`src/rtl/usec_counter.sv`:
```
module usec_counter #(
  parameter int CNT_W     = 32,
  parameter int FRAC_W    = 8,
  parameter int ADDR_W    = 8,
  parameter int DATA_W    = 32,
  parameter int CFG_RESET = 'h0000_000B
) (
  input  logic              clk,
  input  logic              rst_n,
  input  logic              bus_wr,
  input  logic [ADDR_W-1:0] bus_addr,
  input  logic [DATA_W-1:0] bus_wdata,
  output logic [DATA_W-1:0] bus_rdata
);
  localparam int ACC_W = FRAC_W + 2;
  localparam logic [ADDR_W-1:0] OFF_CNT  = ADDR_W'('h00);
  localparam logic [ADDR_W-1:0] OFF_RATE = ADDR_W'('h04);
  localparam logic [ADDR_W-1:0] OFF_HOLD = ADDR_W'('h3C);
  localparam logic [2*FRAC_W-1:0] RATE_INIT = (2*FRAC_W)'(CFG_RESET);

  logic [FRAC_W-1:0] num_m1, den_m1;
  logic              hold;
  logic [ACC_W-1:0]  acc;
  logic [CNT_W-1:0]  cnt;

  logic [ACC_W-1:0] step_amt, limit, sum, rem, acc_nx;
  logic             tick, rate_wr, hold_wr;
  logic             unused_wdata;

  assign step_amt = ACC_W'(num_m1) + ACC_W'(1);
  assign limit    = ACC_W'(den_m1) + ACC_W'(1);
  assign sum      = acc + step_amt;
  assign rem      = sum - limit;
  assign tick     = !hold && (sum >= limit);
  assign acc_nx   = tick ? ((rem < limit) ? rem : '0) : sum;

  assign rate_wr  = bus_wr && (bus_addr == OFF_RATE);
  assign hold_wr  = bus_wr && (bus_addr == OFF_HOLD);
  assign unused_wdata = ^bus_wdata[DATA_W-1:2*FRAC_W];

  always_ff @(posedge clk or negedge rst_n) begin
    if (!rst_n) begin
      num_m1 <= RATE_INIT[2*FRAC_W-1:FRAC_W];
      den_m1 <= RATE_INIT[FRAC_W-1:0];
      acc    <= '0;
      cnt    <= '0;
    end else if (rate_wr) begin
      num_m1 <= bus_wdata[2*FRAC_W-1:FRAC_W];
      den_m1 <= bus_wdata[FRAC_W-1:0];
      acc    <= '0;
    end else if (!hold) begin
      acc <= acc_nx;
      cnt <= cnt + CNT_W'(tick);
    end
  end

  always_ff @(posedge clk or negedge rst_n) begin
    if (!rst_n)       hold <= 1'b0;
    else if (hold_wr) hold <= bus_wdata[0];
  end

  always_comb begin
    case (bus_addr)
      OFF_CNT:  bus_rdata = DATA_W'(cnt);
      OFF_RATE: bus_rdata = DATA_W'({num_m1, den_m1});
      OFF_HOLD: bus_rdata = DATA_W'(hold);
      default:  bus_rdata = '0;
    endcase
  end

  // timestamp only ever steps by one (modulo width)
  a_r9_single_step: assert property (@(posedge clk) disable iff (!rst_n)
    1'b1 |=> (cnt == $past(cnt)) || (cnt == $past(cnt) + CNT_W'(1)));

  // hold freezes timestamp and accumulator
  a_r6_hold_freezes: assert property (@(posedge clk) disable iff (!rst_n)
    (hold && !rate_wr) |=> (cnt == $past(cnt)) && (acc == $past(acc)));

  // rate write restarts the accumulator, timestamp kept
  a_r5_rate_restart: assert property (@(posedge clk) disable iff (!rst_n)
    rate_wr |=> (acc == '0) && (cnt == $past(cnt)));

  // accumulator stays below the denominator
  a_r3_acc_bound: assert property (@(posedge clk) disable iff (!rst_n)
    acc < limit);

  // a write to the timestamp offset with hold set leaves it untouched
  a_r7_count_readonly: assert property (@(posedge clk) disable iff (!rst_n)
    (bus_wr && bus_addr == OFF_CNT && hold) |=> cnt == $past(cnt));
endmodule

```
`config.mk`:
```
export PLATFORM = sky130hd
export DESIGN_NAME = usec_counter
export DESIGN_NICKNAME = d
export VERILOG_FILES = /design/src/rtl/usec_counter.sv
export SDC_FILE = /design/constraint.sdc
export NUM_CORES = 1
export LEC_CHECK = 0
export BUFFER_PORTS_ARGS = -buffer_cell sky130_fd_sc_hd__clkbuf_2
export CAP_MARGIN = 10
export CORE_MARGIN = 5
export CORE_UTILIZATION = 44
export CTS_CLUSTER_SIZE = 16
export DETAILED_ROUTE_END_ITERATION = 12
export GPL_ROUTABILITY_DRIVEN = 0
export PLACE_DENSITY_LB_ADDON = 0.05
export SLEW_MARGIN = 20
export SYNTH_ARGS = -nofsm -noshare
export SYNTH_HDL_FRONTEND = slang
export SYNTH_SLANG_ARGS = --single-unit
```
`constraint.sdc`:
```
create_clock -name clk -period 4.7 [get_ports clk]
set_input_delay 0.705 -clock clk [delete_from_list [all_inputs] [get_ports clk]]
set_output_delay 0.705 -clock clk [all_outputs]
set_load 0.005 [all_outputs]
```
==> run_results.csv <==
group,metric,value,unit
pwr,power_report.internal_total,1.60,mW
logic_synthesis,yosysTopAreaCell,"dfrtp_1",
drt,antenna_violating_nets_post_route,0,
finish,area.growth.synth_to_final,22.2,%
sta,post-route-period-util,95.8,%
cts,clkSlewWorstSetupHoldPaths,80,ps
finish,layoutNonFillerInstCount,607,
pwr,power_per_cell_area,546,mW/mm²
logic_synthesis,synth.yosys.warnings,0,
cts,cts_made_buffers,9,
pwr,comb_power_share,55.7,%
outcome,outcome,"finished, final reports clean",
logic_synthesis,synth_most_common_cell,"dfrtp_1",
die,coreArea,0.00881,mm²
cts,clkSinkCount,59,
drt,drtPass1Iterations,4,
grt,grt_max_degree,60,
drt,number_of_vias_in_the_routed_layout,3255,
min_path,min-delay-start,"cnt[31]",
drt,first_iter_violations,137,
worst_setup_path,worstSetupPathType,"flop to flop",
sta,fmax,0.222,GHz
logic_synthesis,mappedNetlistArea,0.00400,mm²
sta,final.hold.worst_slack,465,ps
drt,drt_wl_total,9800,µm
sta,report.final.setup_viol,0,
drt,avg_vias_per_cell,5.36,
finish,finalNetCount,568,
grt,first_pass_grt_wire_length,16200,µm
cts,tritoncts,"done",
die,die_width,105,µm
finish,layout.core_utilization,55.5,%
die,initial_utilization,45.4,%
die,ios,75,
logic_synthesis,async_reset_ff_share,100,%
cts,h-tree-depth,3,
worst_setup_path,critical_path.reg2reg.startpoint,"num_m1[0]",
logic_synthesis,synth_enable_flop_cells,0,
cts,clk-insertion-delay-late,350,ps
logic_synthesis,synthDistinctLibCells,48,
worst_setup_path,cpMostUsedCell,"ha_4",
worst_setup_path,worstPathCellList,"inv_2 > ha_4 > fa_2 > nor2b_2 > o21a_1 > o21a_1 > o21ai_2 > nor2b_4 > xnor2_4 > ha_4 > nor2b_2 > a221oi_2 > nand2_2 > ha_4 > a2111o_1 > nor2_2 > a31oi_4 > or4b_4 > a211oi_2",
logic_synthesis,top_cells_by_instance_count_after_synthesis,"dfrtp_1, nor2_1, nand2_1",
logic_synthesis,synthDominantCellAreaShare,35.1,%
finish,diodes,0,
grt,antenna_violations_before_repair,0,
sta,max_slew_violation_count,0,
die,rows,34,
min_path,hold_path.class,"flop to flop",
worst_setup_path,worst-r2r-setup-slack,200,ps
die,die_height,105,µm
grt,grt_overflow_total,0,
grt,first_global_vias,3258,
pwr,power.net_switching,1.06,mW
min_path,worstHoldPathCells,1,
worst_setup_path,crit-reg2reg-capture,"acc[2]",
sta,max-slew-margin-rel,49.3,%
sta,final-hold-violation-count,0,
worst_setup_path,reg2regPathDepth,19,
worst_setup_path,worst-path-max-fanout,5,
logic_synthesis,syn_inst,421,
worst_setup_path,crit_required,4970,ps
pwr,p_clk_share,20.1,%
worst_setup_path,cp_slowest_stage_delay,550,ps
place,detailedPlacementHpwl,7340,µm
pwr,seqPwrFrac,24.3,%
drt,routedWlPerCell,16.1,µm
logic_synthesis,synth_fp_nets,495,
pwr,power.ir.vdd_worst,297,µV
sta,fin_setup_tns,0,ps
cts,clockBufferDepth,2,
pwr,switching_share,39.8,%
worst_setup_path,capturing_element_type_of_the_critical_path,"flop",
logic_synthesis,synth_area_per_cell,9.49,µm²
drt,detail_route.drc_violations,0,
sta,timing.clock.skew,12.7,ps
worst_setup_path,timing.critical_path.arrival,4770,ps
sta,transition_time_at_the_pin_with_the_least_slew_margin,761,ps
place,post-place-cells,585,
worst_setup_path,crit_slowest_cell,"or4b_4",
die,design.die.area,0.0111,mm²
worst_setup_path,startpoint_type,"flop",
logic_synthesis,postSynth.topFlopCell,"dfrtp_1",
logic_synthesis,synth_top_area_cells,"dfrtp_1, ha_1, xnor2_1",
logic_synthesis,synth_seq_cells,59,
logic_synthesis,yosysSeqAreaShare,37.0,%
cts,cts_hold_repair.buffers,0,
cts,cts_root_buf,"clkbuf_8",
finish,drive_above_1_share,27.3,%
place,place.port_buffers,58,
pwr,total_leakage_power,2.37,nW
min_path,hold_path_end,"cnt[31]",
grt,grt_use_total,18.3,%
sta,layout_min_cycle_time,4500,ps
run,max-cap-violations,0,
pwr,total_power,2.66,mW
cell families (layout without fill, tap and decap cells):
family / after synthesis / in the layout / synth area share (%)
and+or+nand+nor: 171 / 171 / 21.5
muxes: 33 / 33 / 8.77
adders and majority gates: 31 / 31 / 10.1
xor gates and xnor gates: 47 / 47 / 10.3
buffers and inverters: 25 / 103 / 2.35
DFF: 59 / 59 / 37.0
AOI/OAI and AO/OA: 55 / 55 / 9.93
layout make-up:
| type | count | area [µm²] |
|---|---|---|
| Fill cell | 802 | 3920 |
| Multi-Input combinational cell | 337 | 2590 |
| Sequential cell | 59 | 1480 |
| Timing Repair Buffer | 72 | 395 |
| Tap cell | 108 | 135 |
| Clock buffer | 9 | 124 |
| Clock inverter | 7 | 98.8 |
| Inverter | 15 | 56.3 |
power by group through the flow:
stage / sequential (mW) / combinational (mW) / clock (mW)
after CTS: 0.644 / 1.21 / 0.549
after global routing: 0.656 / 1.65 / 0.572
after floorplan: 0.631 / 0.945 / 0
after detailed placement: 0.654 / 1.20 / 0
after global placement: 0.651 / 1.17 / 0
final: 0.646 / 1.48 / 0.535
timing repair:
action / CTS / global route
endpoints found under the setup margin: 0 / 17
endpoints found under the hold margin: 0 / 0
gates resized for setup: 0 / 32
setup buffers: 0 / 6
per-stage QoR:
stage | setup slack (ps) | cell area [µm²]
4_1_cts | 3.05 | 4670
5_1_grt | -18.4 | 4880
6_report | 196 | 4880
3_3_place_gp | 82.7 | 4450
3_5_place_dp | 68.4 | 4450
2_1_floorplan | 617 | 4000
sequential cells by signal, summed over array words and instances (netlist names):
| register | cells |
|---|---|
| cnt | 32 |
| acc | 10 |
| den_m1 | 8 |
| num_m1 | 8 |
| hold | 1 |
worst max path at each step:
| stage | to | startpoint | slack [ps] | depth (start not counted) |
|---|---|---|---|---|
| finish | acc[2] | num_m1[0] | 200 | 19 |
| detailed placement | acc[0] | num_m1[0] | 70 | 20 |
| CTS | acc[1] | num_m1[0] | 3 | 20 |
| global route | acc[2] | num_m1[0] | -20 | 19 |
| floorplan | acc[2] | num_m1[0] | 620 | 19 |
| global placement | acc[1] | num_m1[0] | 80 | 20 |
worst max-delay path: cells and delay by family (launching register included):
kind            cells  cell delay, ps
compound gates      7            1460
xor+xnor            1             220
fa+ha+maj           4            1040
buf+inv             1              70
flops               1             370
simple gates        6            1250
metal layers:
layer,vias to the layer above,GRT usage (%),share of wire [%]
li1,1628,-,-
met1,1546,25.6,49
met2,69,28.3,45
met3,12,3.67,4.8
met4,0,6.56,1.5
met5,-,0,0
cells in the final DEF (no fill, tap or decap), types with 8 or more instances in the layout:
cell,instances
a21oi_1,8
and2_1,21
and3_1,10
buf_4,14
clkbuf_2,58
clkbuf_8,9
dfrtp_1,56
ha_1,24
inv_1,14
mux2_2,16
mux2i_1,17
nand2_1,33
nand3_1,13
nand4_1,10
nor2_1,43
nor3_1,10
o21ai_0,8
xnor2_1,29
xor2_1,16
Note: power is estimated with default switching activity, not from simulation.
